File: src/rtl/gpio_pkg.sv
package gpio_pkg;
  typedef enum logic [1:0] {
    REG_PORT  = 2'd0,
    REG_LATCH = 2'd1,
    REG_DIR   = 2'd2,
    REG_CTRL  = 2'd3
  } gpio_addr_e;

  localparam int unsigned GPIO_W = 8;
endpackage

File: src/rtl/gpio_sync.sv
module gpio_sync #(
  parameter int unsigned WIDTH  = 8,
  parameter int unsigned STAGES = 2
) (
  input  logic             clk,
  input  logic             rst_n,
  input  logic [WIDTH-1:0] async_in,
  output logic [WIDTH-1:0] sync_out
);
  genvar b;
  generate
    for (b = 0; b < WIDTH; b++) begin : g_bit
      logic [STAGES-1:0] chain_q;
      always_ff @(posedge clk or negedge rst_n) begin
        if (!rst_n) chain_q <= '0;
        else        chain_q <= {chain_q[STAGES-2:0], async_in[b]};
      end
      assign sync_out[b] = chain_q[STAGES-1];
    end
  endgenerate
endmodule

File: src/rtl/gpio_regs.sv
module gpio_regs
  import gpio_pkg::*;
#(
  parameter int unsigned     WIDTH      = 8,
  parameter logic [WIDTH-1:0] ANALOG_CAP = 8'h1F,
  parameter logic [WIDTH-1:0] ANALOG_RST = 8'h1F
) (
  input  logic             clk,
  input  logic             rst_n,
  input  logic [1:0]       addr,
  input  logic             wr_en,
  input  logic [WIDTH-1:0] wr_data,
  input  logic [WIDTH-1:0] pin_sync,
  output logic [WIDTH-1:0] lat_q,
  output logic [WIDTH-1:0] dir_q,
  output logic [WIDTH-1:0] analog_q,
  output logic             pu_n_q,
  output logic             lat_we,
  output logic             dir_we,
  output logic             ctrl_we,
  output logic [WIDTH-1:0] rd_data
);
  localparam int unsigned PU_BIT = WIDTH - 1;

  function automatic logic [WIDTH-1:0] digital_view(input logic [WIDTH-1:0] pins,
                                                    input logic [WIDTH-1:0] ana);
    return pins & ~ana;
  endfunction

  function automatic logic [WIDTH-1:0] ctrl_view(input logic pu_n,
                                                 input logic [WIDTH-1:0] ana);
    logic [WIDTH-1:0] v;
    v = ana & ANALOG_CAP;
    v[PU_BIT] = pu_n;
    return v;
  endfunction

  gpio_addr_e sel;
  assign sel     = gpio_addr_e'(addr);
  assign lat_we  = wr_en && (sel == REG_PORT || sel == REG_LATCH);
  assign dir_we  = wr_en && (sel == REG_DIR);
  assign ctrl_we = wr_en && (sel == REG_CTRL);

  always_ff @(posedge clk or negedge rst_n) begin
    if (!rst_n) begin
      lat_q    <= '0;
      dir_q    <= '1;
      analog_q <= ANALOG_RST & ANALOG_CAP;
      pu_n_q   <= 1'b1;
    end else begin
      if (lat_we) lat_q <= wr_data;
      if (dir_we) dir_q <= wr_data;
      if (ctrl_we) begin
        analog_q <= wr_data & ANALOG_CAP;
        pu_n_q   <= wr_data[PU_BIT];
      end
    end
  end

  always_comb begin
    unique case (sel)
      REG_PORT:  rd_data = digital_view(pin_sync, analog_q);
      REG_LATCH: rd_data = lat_q;
      REG_DIR:   rd_data = dir_q;
      default:   rd_data = ctrl_view(pu_n_q, analog_q);
    endcase
  end
endmodule

File: src/rtl/gpio_pad_ctrl.sv
module gpio_pad_ctrl #(
  parameter int unsigned WIDTH = 8
) (
  input  logic [WIDTH-1:0] lat_q,
  input  logic [WIDTH-1:0] dir_q,
  input  logic             pu_n_q,
  output logic [WIDTH-1:0] pad_out,
  output logic [WIDTH-1:0] pad_oe,
  output logic [WIDTH-1:0] pull_en
);
  function automatic logic [WIDTH-1:0] pull_mask(input logic pu_n,
                                                 input logic [WIDTH-1:0] dir);
    return pu_n ? '0 : dir;
  endfunction

  assign pad_out = lat_q;
  assign pad_oe  = ~dir_q;
  assign pull_en = pull_mask(pu_n_q, dir_q);
endmodule

File: src/rtl/gpio_port.sv
module gpio_port
  import gpio_pkg::*;
#(
  parameter int unsigned      WIDTH      = GPIO_W,
  parameter logic [WIDTH-1:0] ANALOG_CAP = 8'h1F,
  parameter logic [WIDTH-1:0] ANALOG_RST = 8'h1F
) (
  input  logic             clk,
  input  logic             rst_n,
  input  logic [1:0]       addr,
  input  logic             wr_en,
  input  logic [WIDTH-1:0] wr_data,
  output logic [WIDTH-1:0] rd_data,
  input  logic [WIDTH-1:0] pad_in,
  output logic [WIDTH-1:0] pad_out,
  output logic [WIDTH-1:0] pad_oe,
  output logic [WIDTH-1:0] pull_en
);
  logic [WIDTH-1:0] pin_sync;
  logic [WIDTH-1:0] lat_q, dir_q, analog_sel;
  logic             pu_n_q;
  logic             lat_we, dir_we, ctrl_we;

  gpio_sync #(.WIDTH(WIDTH), .STAGES(2)) u_sync (
    .clk(clk), .rst_n(rst_n), .async_in(pad_in), .sync_out(pin_sync)
  );

  gpio_regs #(.WIDTH(WIDTH), .ANALOG_CAP(ANALOG_CAP), .ANALOG_RST(ANALOG_RST)) u_regs (
    .clk(clk), .rst_n(rst_n), .addr(addr), .wr_en(wr_en), .wr_data(wr_data),
    .pin_sync(pin_sync), .lat_q(lat_q), .dir_q(dir_q), .analog_q(analog_sel),
    .pu_n_q(pu_n_q), .lat_we(lat_we), .dir_we(dir_we), .ctrl_we(ctrl_we),
    .rd_data(rd_data)
  );

  gpio_pad_ctrl #(.WIDTH(WIDTH)) u_pad (
    .lat_q(lat_q), .dir_q(dir_q), .pu_n_q(pu_n_q),
    .pad_out(pad_out), .pad_oe(pad_oe), .pull_en(pull_en)
  );
endmodule

File: config.mk
export PLATFORM = sky130hd
export DESIGN_NAME = gpio_port
export DESIGN_NICKNAME = d
export VERILOG_FILES = /design/src/rtl/gpio_pkg.sv /design/src/rtl/gpio_sync.sv /design/src/rtl/gpio_regs.sv /design/src/rtl/gpio_pad_ctrl.sv /design/src/rtl/gpio_port.sv
export SDC_FILE = /design/constraint.sdc
export NUM_CORES = 1
export LEC_CHECK = 0
export BUFFER_PORTS_ARGS = -buffer_cell sky130_fd_sc_hd__buf_4
export CORE_MARGIN = 4
export CORE_UTILIZATION = 50
export DETAILED_ROUTE_END_ITERATION = 16
export PLACE_DENSITY_LB_ADDON = 0.2
export SYNTH_ARGS = -nofsm -noshare
export SYNTH_HDL_FRONTEND = slang
export SYNTH_SLANG_ARGS = --single-unit
File: constraint.sdc
create_clock -name clk -period 1.9 [get_ports clk]
set_input_delay 0.38 -clock clk [delete_from_list [all_inputs] [get_ports clk]]
set_output_delay 0.38 -clock clk [all_outputs]
set_load 0.1 [all_outputs]
==> results.sh <==
export IMPL_fill_cells=217
export IMPL_die_x_um=63.9
export IMPL_wl_per_cell_um=15.5
export IMPL_cap_violations=0
export IMPL_drt_pass1_iter_count=3
export IMPL_io_buffer_count=52
export IMPL_dpl_instance_area_um2=2110
export IMPL_yosysMostFrequentCell="dfrtp_1"
export IMPL_maxSlewHeadroom=0.702
export IMPL_crit_type="flip-flop to primary output"
export IMPL_clkTransAtPathRegs_ns=0.11
export IMPL_antenna_found_initial=0
export IMPL_drtIter0Drc=25
export IMPL_synth_cell_types=15
export IMPL_critPathSlowestCell="dfstp_2"
export IMPL_numCtsBuffers=5
export IMPL_core_area_um2=3030
export IMPL_vias_per_cell=4.94
export IMPL_num_io_pins=53
export IMPL_crit_chain="nor2b_1 -> mux4_2 -> buf_12"
export IMPL_slowest_delay_ns=0.54
export IMPL_final_max_slew_viol_count=0
export IMPL_overflow=0
export IMPL_outcome="finished, violations left"
export IMPL_required_ns=1.52
export IMPL_synth_edf_count=0
export IMPL_violations="negative setup slack"
export IMPL_cts_path_max_buffers=2
export IMPL_seq_area_frac_synth=0.621
export IMPL_htreeDepth=2
export IMPL_r2r_cells=1
export IMPL_grt_pass1_wl_um=5340
export IMPL_layout_min_cycle_time_ns=1.97
export IMPL_cts_sinks=38
export IMPL_netlist_area_um2=1560
export IMPL_period_share=1.04
export IMPL_powerDensity_nw_per_um2=1330
export IMPL_final_area_um2=2240
export IMPL_gp_congestion=0.734
export IMPL_setup_viol=5
export IMPL_hold_viol=0
export IMPL_path_delay_family="flip-flops"
export IMPL_synthArstFlopShare=1.00
export IMPL_layout_setup_ws_ns=-0.0738
export IMPL_grtUsageTotal=0.174
export IMPL_path_depth=3
export IMPL_tns_ns=-0.328
export IMPL_cp_max_fo=2
export IMPL_routed_wl_um=3210
export IMPL_min_path_type="primary input to flip-flop"
export IMPL_synth_area_leaders="dfrtp_1 38%, dfstp_2 24%, mux2_2 16%"
export IMPL_first_global_vias=1171
export IMPL_num_rows=20
export IMPL_insertion_delay_ns=0.34
export IMPL_ys_top_cells_by_count="24 x dfrtp_1, 22 x mux2_2, 14 x dfstp_2"
export IMPL_yosysTopAreaCell="dfrtp_1"
export IMPL_drc=0
export IMPL_cts_tree="yes"
export IMPL_whs_path_depth=1
export IMPL_finalNetCount=183
export IMPL_dpl_hpwl_um=2440
export IMPL_irDropWorstVdd_mv=0.650
export IMPL_multi_input_area_um2=617
export IMPL_fmax_ghz=0.507
export IMPL_num_antenna_cells=0
export IMPL_ys_ff_latch=38
export IMPL_grt_max_degree=39
export IMPL_dieArea_um2=4080
export IMPL_worstSetupEndpointType="primary output"
export IMPL_regArea_um2=976
export IMPL_die_y_um=63.9
export IMPL_syn_to_final_growth_pct=43.5
export IMPL_synth_flop_cell="dfrtp_1"
export IMPL_vias=1022
export IMPL_tightest_slew_ns=0.446
export IMPL_root_buffer="clkbuf_4"
export IMPL_synth_top_cell_area_share=0.385
export IMPL_syn_inst=99
export IMPL_initial_utilization=0.515
export IMPL_skew_ns=0.00913
export IMPL_cp_num_buf_inv=1
export IMPL_drive_above_1_share=0.767
export IMPL_rsz0062_at_grt="yes"
export IMPL_arrival_ns=1.59
export IMPL_avgSynthCellArea_um2=15.8
export IMPL_detail_route_antenna_nets=0
export IMPL_leakagePower_nw=1.01
export IMPL_synth_warnings=0
export IMPL_syn_num_nets=120
export IMPL_critPathLaunchType="flip-flop"
stage by stage:
step	hold slack [ns]	utilization	setup WS (ns)	power, mW	std cells
after global routing	0.118	0.739	-0.145	3.09	207
after floorplan	0.0844	-	-0.0366	2.21	99
after CTS	0.125	0.737	-0.0907	2.99	207
final	0.140	0.739	-0.0738	2.97	207
after detailed placement	0.336	0.695	0.130	2.52	196
after global placement	0.332	0.695	0.144	2.49	196
what timing repair did:
action	CTS	global route
buffers inserted	2	0
endpoints found under the hold margin	24	0
endpoints found under the setup margin	6	12
resized for setup	10	2
hold buffers	1	0
cell families (layout without fill, tap and decap cells):
kind of cell | after synthesis | after routing | share of synthesized area
multiplexers | 30 | 30 | 0.270
AND/OR/NAND/NOR | 17 | 17 | 0.0633
AO/OA/AOI/OAI | 2 | 2 | 0.0112
flip-flops | 38 | 38 | 0.621
buffers and inverters | 12 | 76 | 0.0345
power by group:
group          switching, mW  internal [mW]
clock                  0.238          0.179
combinational           1.13          0.392
sequential            0.0753          0.953
metal layers:
metal | vias to the layer above | part of all wire | GRT usage
li1 | 471 | - | -
met1 | 512 | 0.36 | 0.185
met2 | 31 | 0.57 | 0.317
met3 | 8 | 0.057 | 0.0510
met4 | 0 | 0.017 | 0.0728
met5 | - | 0 | 0
cells in the final DEF, fill, tap and decap left out:
cell type	netlist	final
mux2i_1	2	2
nand3b_4	1	1
inv_1	8	8
buf_12	0	2
nand3_1	1	1
dfstp_2	14	14
dfrtp_1	24	18
clkbuf_1	1	1
o2bb2ai_4	0	2
clkbuf_8	0	1
mux4_2	1	6
dfrtp_2	0	6
nor2b_1	7	7
clkbuf_4	0	5
buf_6	0	6
mux2_2	22	22
nor2_4	0	8
dlygate4sd3_1	0	1
clkinv_2	0	1
buf_4	2	51
sequential cells by signal, summed over array words and instances, names as in the netlist:
| signal | flops |
|---|---|
| u_regs.dir_q | 8 |
| u_regs.pu_n_q | 1 |
| u_regs.analog_q | 5 |
| u_sync.g_bit.chain_q | 16 |
| u_regs.lat_q | 8 |
final timing paths:
path                                                      start                              endpoint  slack [ns]
max                              u_regs.analog_q[1]$_DFFE_PN1P_                            rd_data[1]       -0.07
min                                                   pad_in[4]  u_sync.g_bit[4].chain_q[0]$_DFF_PN0_        0.14
max reg2reg                           u_regs.pu_n_q$_DFFE_PN1P_             u_regs.pu_n_q$_DFFE_PN1P_        1.03
min reg2reg                u_sync.g_bit[1].chain_q[0]$_DFF_PN0_  u_sync.g_bit[1].chain_q[1]$_DFF_PN0_        0.36
max in group asynchronous                                 rst_n        u_regs.analog_q[0]$_DFFE_PN1P_        1.02
min in group asynchronous                                 rst_n  u_sync.g_bit[6].chain_q[1]$_DFF_PN0_        0.53
cell type report:
| type | instances | share of cell area |
|---|---|---|
| clock buffer | 7 | 0.0246 |
| clock inverter | 1 | 0.00224 |
| inverter | 8 | 0.0134 |
| multi-input combinational | 49 | 0.276 |
| sequential | 38 | 0.436 |
| tap | 44 | 0.0246 |
| timing repair buffer | 60 | 0.224 |
(Power assumes the default switching activity.)
